## src/rtl/uart_rx_pkg.sv

```systemverilog
package uart_rx_pkg;
   localparam int MAX_BITS = 9;

   typedef struct packed {
      logic                frm_err;
      logic                par_err;
      logic [MAX_BITS-1:0] data;
   } rx_char_t;

   typedef enum logic [2:0] {
      ST_IDLE,
      ST_START,
      ST_DATA,
      ST_PAR,
      ST_STOP
   } rx_state_e;
endpackage

```

## src/rtl/rx_sync.sv

```systemverilog
module rx_sync #(
   parameter int STAGES = 2
) (
   input  logic clk,
   input  logic rst_n,
   input  logic d,
   output logic q
);
   generate
      if (STAGES < 2) begin : g_bad
         $error("rx_sync needs at least two stages");
      end
   endgenerate

   logic [STAGES-1:0] chain;

   generate
      for (genvar i = 0; i < STAGES; i++) begin : g_stage
         always_ff @(posedge clk or negedge rst_n) begin
            if (!rst_n) chain[i] <= 1'b1;
            else if (i == 0) chain[i] <= d;
            else chain[i] <= chain[(i == 0) ? 0 : i-1];
         end
      end
   endgenerate

   assign q = chain[STAGES-1];
endmodule

```

## src/rtl/rx_tick_gen.sv

```systemverilog
module rx_tick_gen #(
   parameter int DIV_W = 12
) (
   input  logic             clk,
   input  logic             rst_n,
   input  logic [DIV_W-1:0] div,
   output logic             tick
);
   logic [DIV_W-1:0] cnt;

   assign tick = (cnt == '0);

   always_ff @(posedge clk or negedge rst_n) begin
      if (!rst_n)    cnt <= '0;
      else if (tick) cnt <= div;
      else           cnt <= cnt - 1'b1;
   end
endmodule

```

## src/rtl/rx_frame.sv

```systemverilog
module rx_frame
   import uart_rx_pkg::*;
#(
   parameter int OVS_NORMAL = 16,
   parameter int OVS_DOUBLE = 8
) (
   input  logic     clk,
   input  logic     rst_n,
   input  logic     tick,
   input  logic     line,
   input  logic     dbl,
   input  logic [2:0] char_sel,
   input  logic     par_en,
   input  logic     par_odd,
   output logic     done,
   output rx_char_t chr,
   output logic     top_bit
);
   localparam int SW = $clog2(OVS_NORMAL);

   generate
      if (OVS_DOUBLE < 4 || OVS_NORMAL <= OVS_DOUBLE || (OVS_DOUBLE % 2) != 0 || (OVS_NORMAL % 2) != 0) begin : g_bad
         $error("rx_frame oversampling ratios are inconsistent");
      end
   endgenerate

   rx_state_e           state;
   logic [SW-1:0]       scnt;
   logic [3:0]          bidx;
   logic [MAX_BITS-1:0] data_r;
   logic                pbit_r;
   logic [1:0]          win;

   logic [SW-1:0] s_last, s_pre, s_mid, s_vote;
   logic [3:0]    nbits;
   logic          maj, at_vote, at_last;

   always_comb begin
      s_last  = dbl ? SW'(OVS_DOUBLE-1)   : SW'(OVS_NORMAL-1);
      s_mid   = dbl ? SW'(OVS_DOUBLE/2)   : SW'(OVS_NORMAL/2);
      s_pre   = dbl ? SW'(OVS_DOUBLE/2-1) : SW'(OVS_NORMAL/2-1);
      s_vote  = dbl ? SW'(OVS_DOUBLE/2+1) : SW'(OVS_NORMAL/2+1);
      nbits   = (char_sel >= 3'd4) ? 4'd9 : ({1'b0, char_sel} + 4'd5);
      maj     = (win[1] & win[0]) | (win[1] & line) | (win[0] & line);
      at_vote = (scnt == s_vote);
      at_last = (scnt == s_last);
   end

   always_ff @(posedge clk or negedge rst_n) begin
      if (!rst_n) begin
         state   <= ST_IDLE;
         scnt    <= '0;
         bidx    <= '0;
         data_r  <= '0;
         pbit_r  <= 1'b0;
         win     <= 2'b11;
         done    <= 1'b0;
         chr     <= '0;
         top_bit <= 1'b0;
      end else begin
         done <= 1'b0;
         if (tick) begin
            if (state == ST_IDLE) begin
               if (!line) begin
                  state  <= ST_START;
                  scnt   <= SW'(1);
                  data_r <= '0;
               end
            end else begin
               scnt <= at_last ? '0 : scnt + 1'b1;
               if (scnt == s_pre || scnt == s_mid) win <= {win[0], line};
               case (state)
                  ST_START: begin
                     if (at_vote && maj) state <= ST_IDLE;
                     else if (at_last) begin
                        state <= ST_DATA;
                        bidx  <= '0;
                     end
                  end
                  ST_DATA: begin
                     if (at_vote) data_r[bidx] <= maj;
                     if (at_last) begin
                        if (bidx == nbits - 4'd1) state <= par_en ? ST_PAR : ST_STOP;
                        else bidx <= bidx + 4'd1;
                     end
                  end
                  ST_PAR: begin
                     if (at_vote) pbit_r <= maj;
                     if (at_last) state <= ST_STOP;
                  end
                  ST_STOP: begin
                     if (at_vote) begin
                        done        <= 1'b1;
                        chr.data    <= data_r;
                        chr.frm_err <= ~maj;
                        chr.par_err <= par_en & ((^data_r ^ pbit_r) != par_odd);
                        top_bit     <= data_r[nbits - 4'd1];
                        state       <= ST_IDLE;
                     end
                  end
                  default: state <= ST_IDLE;
               endcase
            end
         end
      end
   end
endmodule

```

## src/rtl/rx_char_buf.sv

```systemverilog
module rx_char_buf #(
   parameter int DEPTH = 2,
   parameter int W     = 11
) (
   input  logic         clk,
   input  logic         rst_n,
   input  logic         wr_en,
   input  logic [W-1:0] wr_data,
   input  logic         rd_en,
   output logic [W-1:0] rd_data,
   output logic         empty,
   output logic         full
);
   localparam int PW = (DEPTH > 1) ? $clog2(DEPTH) : 1;
   localparam int CW = $clog2(DEPTH + 1);

   generate
      if (DEPTH < 1) begin : g_bad
         $error("rx_char_buf depth must be positive");
      end
   endgenerate

   logic [W-1:0]  mem [DEPTH];
   logic [PW-1:0] wp, rp;
   logic [CW-1:0] cnt;
   logic          do_rd, do_wr;

   assign empty   = (cnt == '0);
   assign full    = (cnt == CW'(DEPTH));
   assign do_rd   = rd_en & ~empty;
   assign do_wr   = wr_en & (~full | do_rd);
   assign rd_data = mem[rp];

   function automatic logic [PW-1:0] nxt(input logic [PW-1:0] p);
      return (p == PW'(DEPTH-1)) ? '0 : p + 1'b1;
   endfunction

   always_ff @(posedge clk) begin
      if (do_wr) mem[wp] <= wr_data;
   end

   always_ff @(posedge clk or negedge rst_n) begin
      if (!rst_n) begin
         wp  <= '0;
         rp  <= '0;
         cnt <= '0;
      end else begin
         if (do_wr) wp <= nxt(wp);
         if (do_rd) rp <= nxt(rp);
         cnt <= cnt + CW'(do_wr) - CW'(do_rd);
      end
   end
endmodule

```

## src/rtl/uart_rx_recover.sv

```systemverilog
module uart_rx_recover
   import uart_rx_pkg::*;
#(
   parameter int DIV_W       = 12,
   parameter int OVS_NORMAL  = 16,
   parameter int OVS_DOUBLE  = 8,
   parameter int SYNC_STAGES = 2,
   parameter int BUF_DEPTH   = 2
) (
   input  logic             clk,
   input  logic             rst_n,
   input  logic             rx_line,
   input  logic [DIV_W-1:0] baud_div,
   input  logic             dbl_speed,
   input  logic [2:0]       char_sel,
   input  logic             par_en,
   input  logic             par_odd,
   input  logic             mp_filter,
   input  logic             rd_pop,
   output logic             rx_valid,
   output logic [7:0]       rx_data,
   output logic             rx_bit9,
   output logic             rx_frame_err,
   output logic             rx_par_err,
   output logic             rx_overrun
);
   localparam int CHAR_W = $bits(rx_char_t);

   logic     w_line, w_tick, w_push, w_top, w_accept;
   logic     w_empty, w_full;
   rx_char_t w_chr, w_head;
   logic     ovr_r;

   rx_sync #(.STAGES(SYNC_STAGES)) u_sync (
      .clk(clk), .rst_n(rst_n), .d(rx_line), .q(w_line)
   );

   rx_tick_gen #(.DIV_W(DIV_W)) u_tick (
      .clk(clk), .rst_n(rst_n), .div(baud_div), .tick(w_tick)
   );

   rx_frame #(.OVS_NORMAL(OVS_NORMAL), .OVS_DOUBLE(OVS_DOUBLE)) u_frame (
      .clk(clk), .rst_n(rst_n), .tick(w_tick), .line(w_line), .dbl(dbl_speed),
      .char_sel(char_sel), .par_en(par_en), .par_odd(par_odd),
      .done(w_push), .chr(w_chr), .top_bit(w_top)
   );

   assign w_accept = w_push & (~mp_filter | w_top);

   rx_char_buf #(.DEPTH(BUF_DEPTH), .W(CHAR_W)) u_buf (
      .clk(clk), .rst_n(rst_n), .wr_en(w_accept), .wr_data(w_chr),
      .rd_en(rd_pop), .rd_data(w_head), .empty(w_empty), .full(w_full)
   );

   always_ff @(posedge clk or negedge rst_n) begin
      if (!rst_n)                         ovr_r <= 1'b0;
      else if (w_accept & w_full & ~rd_pop) ovr_r <= 1'b1;
      else if (rd_pop & ~w_empty)         ovr_r <= 1'b0;
   end

   assign rx_valid     = ~w_empty;
   assign rx_data      = w_head.data[7:0];
   assign rx_bit9      = w_head.data[8];
   assign rx_frame_err = w_head.frm_err & ~w_empty;
   assign rx_par_err   = w_head.par_err & ~w_empty;
   assign rx_overrun   = ovr_r;
endmodule

```

## config.mk

```make
export PLATFORM = sky130hd
export DESIGN_NAME = uart_rx_recover
export DESIGN_NICKNAME = d
export VERILOG_FILES = /design/src/rtl/uart_rx_pkg.sv /design/src/rtl/rx_sync.sv /design/src/rtl/rx_tick_gen.sv /design/src/rtl/rx_frame.sv /design/src/rtl/rx_char_buf.sv /design/src/rtl/uart_rx_recover.sv
export SDC_FILE = /design/constraint.sdc
export NUM_CORES = 1
export LEC_CHECK = 0
export BUFFER_PORTS_ARGS = -buffer_cell sky130_fd_sc_hd__buf_2
export CORE_MARGIN = 4
export CORE_UTILIZATION = 55
export DETAILED_ROUTE_END_ITERATION = 7
export GPL_TIMING_DRIVEN = 0
export PLACE_DENSITY = 0.84
export SYNTH_ARGS = -nofsm -noshare
export SYNTH_HDL_FRONTEND = slang
export SYNTH_SLANG_ARGS = --single-unit
```

## constraint.sdc

```tcl
create_clock -name clk -period 2.8 [get_ports clk]
set_input_delay 0.14 -clock clk [delete_from_list [all_inputs] [get_ports clk]]
set_output_delay 0.14 -clock clk [all_outputs]
set_load 0.005 [all_outputs]
```

==> results of run 1 <==
## kinds of logic (layout without fill, tap and decap cells)
logic type                 after synthesis  count (layout)  share of synthesized area [%]
xor gates and xnor gates                26              26                          6.021
buffers and inverters                   33              88                          3.166
adders and majority gates               14              14                          4.283
and+or+nand+nor                        138             138                          17.81
muxes                                   26              26                          7.542
AOI/OAI and AO/OA                       69              69                          10.52
DFF                                     77              77                          50.65
## worst min path at each step
stage | startpoint | to | slack (ns) | cells after the start
after global routing | baud_div[5] | u_tick.cnt[5] | 0.04 | 3
after detailed placement | rx_line | u_sync.chain[0] | 0.25 | 1
after floorplan | rst_n | rx_overrun | -0.16 | 0
after global placement | rx_line | u_sync.chain[0] | 0.25 | 1
final | baud_div[5] | u_tick.cnt[5] | 0.01 | 3
after CTS | baud_div[5] | u_tick.cnt[5] | 0.003 | 3
## cell usage after synthesis, types with 2 or more instances
library cell | number | area share [%]
buf_1 | 2 | 0.19
clkbuf_1 | 9 | 0.84
dfstp_2 | 4 | 2.6
buf_2 | 3 | 0.37
mux2_2 | 13 | 3.6
o31ai_1 | 6 | 1.1
nand2b_1 | 8 | 1.2
nand4b_1 | 3 | 0.65
xnor2_1 | 18 | 3.9
a211oi_1 | 2 | 0.37
or4_1 | 2 | 0.37
nand3_1 | 6 | 0.74
a31oi_1 | 2 | 0.31
mux2_1 | 2 | 0.56
and2_1 | 2 | 0.31
or3_1 | 2 | 0.31
o21ai_0 | 31 | 3.8
nor4_1 | 3 | 0.47
dfrtp_1 | 51 | 32
xor2_1 | 7 | 1.5
nand4_1 | 2 | 0.31
nor2_1 | 26 | 2.4
nor2b_1 | 4 | 0.62
nand2_1 | 59 | 5.5
a2111oi_1 | 2 | 0.50
o31a_1 | 2 | 0.43
mux4_2 | 2 | 1.1
inv_1 | 19 | 1.8
a21oi_1 | 14 | 1.7
nor3_1 | 5 | 0.62
ha_1 | 13 | 4.0
mux2i_1 | 9 | 2.2
edfxtp_1 | 22 | 16
nor3b_1 | 3 | 0.56
## critical path, delay by kind of cell (launching register included)
kind                       cells  cell delay, ns
muxes                          1            0.36
and+or+nand+nor                4            1.46
adders and majority gates      1            0.22
DFF                            1            0.41
buffers and inverters          1            0.07
## repair_timing
action	in CTS	in global routing
endpoints found under the hold margin	3	51
setup endpoints to repair	0	4
gates resized for setup	0	1
hold buffers	3	1
## layout make-up
class,instances,share of cell area (%)
clock inverters,7,2.148
plain buffers,14,1.223
clock buffers,9,2.692
well taps,96,2.610
flip-flops and latches,77,44.37
multi-input cells,273,40.67
repair buffers,39,4.731
inverters,19,1.550
## flip-flops by register name, indices dropped and copies added (netlist names), 2 cells and up
register and count:
u_frame.state 3, u_tick.cnt 12, u_frame.data_r 9, u_buf.cnt 2, u_frame.chr 11, u_frame.win 2
u_buf.mem 22, u_frame.bidx 4, u_frame.scnt 4
## through the flow
stage	hold slack [ns]	std cells	setup TNS, ns	setup WS (ns)
final	0.01422	534	0	0.1670
after global routing	0.03715	534	-0.01598	-0.01598
after CTS	0.003006	533	0	0.06460
after detailed placement	0.2494	514	0	0.1479
after global placement	0.2460	514	0	0.1963
after floorplan	-0.1556	383	0	0.4538
## per-layer routing
layer | vias up | track usage [%] | wire length [um]
li1 | 1447 | - | -
met1 | 1401 | 24.24 | 3416
met2 | 67 | 32.52 | 3920
met3 | 15 | 4.344 | 350
met4 | 0 | 6.498 | 152
met5 | - | 0 | 0
## power breakdown
part	internal [W]	total, W	leakage (nW)	switching, W
clock network	0.000506	0.000919	0.110	0.000413
logic	0.000273	0.000513	0.965	0.000240
registers	0.00123	0.00132	0.883	0.0000912
==> impl_metrics.yaml, run 1 <==
job:
  maxCapViolCount: 0
drt:
  vias: 2930
  wl_per_cell_um: 14.68
  postRouteAntennaNets: 0
  drc: 0
  first_pass_iters: 4
  first_iter_violations: 207
  wl_um: 7838
  vias_per_cell: 5.487
pwr:
  irDropWorstVdd_mv: 0.3966
  power_w: 0.002754
  power_density_nw_per_um2: 598.5
  leakagePower_nw: 1.958
clock_tree:
  cts_tree: "built"
  insertion_delay_ns: 0.35
  htree_num_levels: 3
  post_cts_buffers: 0
  cts_buffers: 9
  clk_pin_slew_ns: 0.07
  clk_path_buf_depth: 2
  cts.sinks: 77
  ctsRootBufferMaster: "clkbuf_8"
worst_setup_path:
  max_stage_delay_ns: 0.43
  reg2regPathDepth: 7
  cp.required_ns: 3.02
  cp_data_arrival_time_ns: 2.85
  cpMaxStageDelayCell: "or3b_1"
  ff2ff_setup_slack_ns: 0.17
  reg2reg_from: "u_tick.cnt[0]"
  worstSetupEndpointType: "flip-flop"
  worst_r2r_endpoint: "u_frame.state[0]"
  cp-endpoint: "u_frame.state[0]"
  start_kind: "flip-flop"
  path_cells: "inv_1, ha_1, or3b_1, nor4b_4, nand4_2, nor4_2, mux2_1"
  cp_max_fo: 6
  cp-startpoint: "u_tick.cnt[0]"
  path_class: "reg -> reg"
cells_and_area:
  multi_input_area_um2: 1872
  register_area_um2: 2042
  final_cell_area_um2: 4602
  finalNetCount: 469
  nFillCells: 536
  syn_to_final_growth_pct: 14.15
  post-route-util_pct: 66.27
  drive_gt1_share_pct: 18.95
  mostFrequentLayoutCells: "59 x nand2_1, 51 x dfrtp_1, 37 x buf_2"
  antenna_cells: 0
  final_common_cell: "nand2_1"
placed_design:
  io_buffer_count: 35
  dpl.hpwl_um: 5644
  place_area_um2: 4327
  globalplace.congestion: 0.8926
yosys:
  syn_area_um2: 4031
  synth_cells: 383
  async_flop_share_pct: 71.43
  ys_ff_latch: 77
  ys.flop_type: "dfrtp_1"
  synth-warning-count: 0
  syn_nets: 419
  synth_cell_types: 59
  synth-edff-count: 22
  synth_area_per_cell_um2: 10.53
  seq_area_frac_synth_pct: 50.65
sta:
  period_minus_slack_ns: 2.633
  fin_crit_sh_pct: 94.04
  drv_slew: 0
  worst_pin_slew_ns: 0.8423
  fmax_mhz: 379.8
  max_slew_margin_pct: 43.54
  finalSetupViolCount: 0
  fin_worst_skew_ns: 0.01623
  hold_violations: 0
floorplan:
  core_region_area_um2: 6944
  rows: 30
  die_area_um2: 8764
  die_x_um: 93.62
  num_io_pins: 36
  fp.dieH_um: 93.62
  start_util_pct: 58.05
hold_path:
  hp-class: "in -> reg"
global_routing:
  antenna_found_initial: 0
  grt_overflow: 0
  grt_usage_pct: 19.18
  grt_pass1_wl_um: 13320
  grt_start_max_net_pins: 56
  first_global_vias: 2948
outcome:
  outcome: "completed"
(Power assumes the default switching activity.)
==> inputs of run 2 (changes only) <==
GPL_ROUTABILITY_DRIVEN = 0   (was not set)
PLACE_DENSITY = 0.87   (was 0.84)
==> impl_metrics.yaml, run 2 (synthesis results as in run 1) <==
sta:
  fin_worst_skew_ns: 0.009915
  drv_slew: 0
  finalSetupViolCount: 0
  fmax_mhz: 375.4
  fin_crit_sh_pct: 95.12
  period_minus_slack_ns: 2.663
  max_slew_margin_pct: 19.06
  worst_pin_slew_ns: 1.214
  tns_ns: 0
  rsz0062_at_grt: "no"
  hold_violations: 0
pwr:
  irDropWorstVdd_mv: 0.3190
  leakagePower_nw: 1.953
  p_seq_share_pct: 47.9
  comb_power_share_pct: 18.6
  clockPowerShare_pct: 33.5
  power_density_nw_per_um2: 600.1
  intPower_w: 0.002010
  swShare_pct: 27.02
  p_switching_w: 0.0007442
hold_path:
  holdPathEnd: "u_tick.cnt[5]"
  hold_start: "baud_div[5]"
  hp-class: "in -> reg"
  hold-path-cell-count: 3
cells_and_area:
  top_regs: "u_buf.mem x22, u_tick.cnt x12, u_frame.chr x11"
  largest_reg_flops: 22
  final_common_cell: "nand2_1"
  post-route-util_pct: 66.09
  syn_to_final_growth_pct: 13.84
  antenna_cells: 0
  finalNetCount: 468
  largest_register: "u_buf.mem"
  mostFrequentLayoutCells: "59 x nand2_1, 51 x dfrtp_1, 38 x buf_2"
  drive_gt1_share_pct: 18.99
worst_setup_path:
  cp.required_ns: 3.03
  worst_r2r_endpoint: "u_frame.state[0]"
  reg2reg_from: "u_tick.cnt[0]"
  cp_data_arrival_time_ns: 2.90
  cp_max_fo: 6
  worstSetupEndpointType: "flip-flop"
  reg2regPathDepth: 7
  ff2ff_setup_slack_ns: 0.14
  path_class: "reg -> reg"
  start_kind: "flip-flop"
floorplan:
  die_area_um2: 8764
  die_x_um: 93.62
  core_region_area_um2: 6944
  rows: 30
  fp.dieH_um: 93.62
  num_io_pins: 36
  start_util_pct: 58.05
clock_tree:
  cts_buffers: 9
  cts_tree: "built"
  post_cts_buffers: 0
  clk_pin_slew_ns: 0.09
  cts.sinks: 77
  insertion_delay_ns: 0.35
  ctsRootBufferMaster: "clkbuf_8"
  clk_path_buf_depth: 2
  htree_num_levels: 3
global_routing:
  first_global_vias: 3104
  antenna_found_initial: 0
  grt_pass1_wl_um: 14000
  grt_overflow: 0
  grt_start_max_net_pins: 56
  grt_usage_pct: 20.10
drt:
  postRouteAntennaNets: 0
  wl_per_cell_um: 15.17
  vias: 3018
  drc: 0
  first_pass_iters: 4
  first_iter_violations: 216
  vias_per_cell: 5.662
  wl_um: 8083
job:
  maxCapViolCount: 0
placed_design:
  dpl.hpwl_um: 5915
  io_buffer_count: 35
outcome:
  outcome: "completed"
==> run 2: worst max-delay path: stages (launching register included) <==
cell and delay, ns:
dfrtp_1 0.41, inv_1 0.07, ha_1 0.19, or3b_1 0.43, nor4b_4 0.46, nand4_2 0.21, nor4_2 0.42, mux2_1 0.37
==> run 2: worst max-delay path by stage <==
stage	start	endpoint	cells past startpoint
after detailed placement	u_tick.cnt[0]	u_frame.bidx[3]	7
after CTS	u_tick.cnt[0]	u_frame.bidx[3]	7
final	u_tick.cnt[0]	u_frame.state[0]	7
after global routing	u_tick.cnt[0]	u_frame.state[0]	7
after floorplan	u_tick.cnt[0]	u_frame.state[0]	7
after global placement	u_tick.cnt[0]	u_frame.bidx[3]	7
==> run 2: area by class of cell <==
| class | instances | area (um2) |
|---|---|---|
| Buffer | 14 | 56.30 |
| Clock buffer | 9 | 123.9 |
| Clock inverter | 7 | 98.84 |
| Fill cell | 504 | 2355 |
| Inverter | 19 | 71.32 |
| Multi-Input combinational cell | 273 | 1872 |
| Sequential cell | 77 | 2042 |
| Tap cell | 96 | 120.1 |
| Timing Repair Buffer | 38 | 205.2 |
==> run 2: what timing repair did <==
action / CTS / global route
resized for setup: 0 / 1
hold buffers: 3 / 0
endpoints found under the hold margin: 3 / 0
setup endpoints to repair: 0 / 2
==> run 2: metal layers <==
layer,routed length [um],global-route usage (%)
met5,0,0
met4,188,6.859
met3,316,3.781
met2,4269,36.33
met1,3309,23.91
==> run 2: power groups by stage <==
stage	combinational (W)	sequential (W)	clock (W)
floorplan	0.000342	0.00132	0
global placement	0.000485	0.00133	0
detailed placement	0.000513	0.00134	0
CTS	0.000520	0.00132	0.000935
global route	0.000577	0.00134	0.000984
finish	0.000513	0.00132	0.000921
==> run 2: per-stage QoR <==
stage | hold WS [ns] | total power [W] | area, um2 | setup slack [ns] | instances
final | 0.009599 | 0.002754 | 4589 | 0.1365 | 533
after global routing | 0.006789 | 0.002897 | 4589 | 0.005312 | 533
after CTS | 0.003799 | 0.002772 | 4579 | 0.1292 | 533
after detailed placement | 0.2489 | 0.001854 | 4327 | 0.1341 | 514
after global placement | 0.2470 | 0.001818 | 4327 | 0.2134 | 514
after floorplan | -0.1556 | 0.001663 | 4031 | 0.4538 | 383
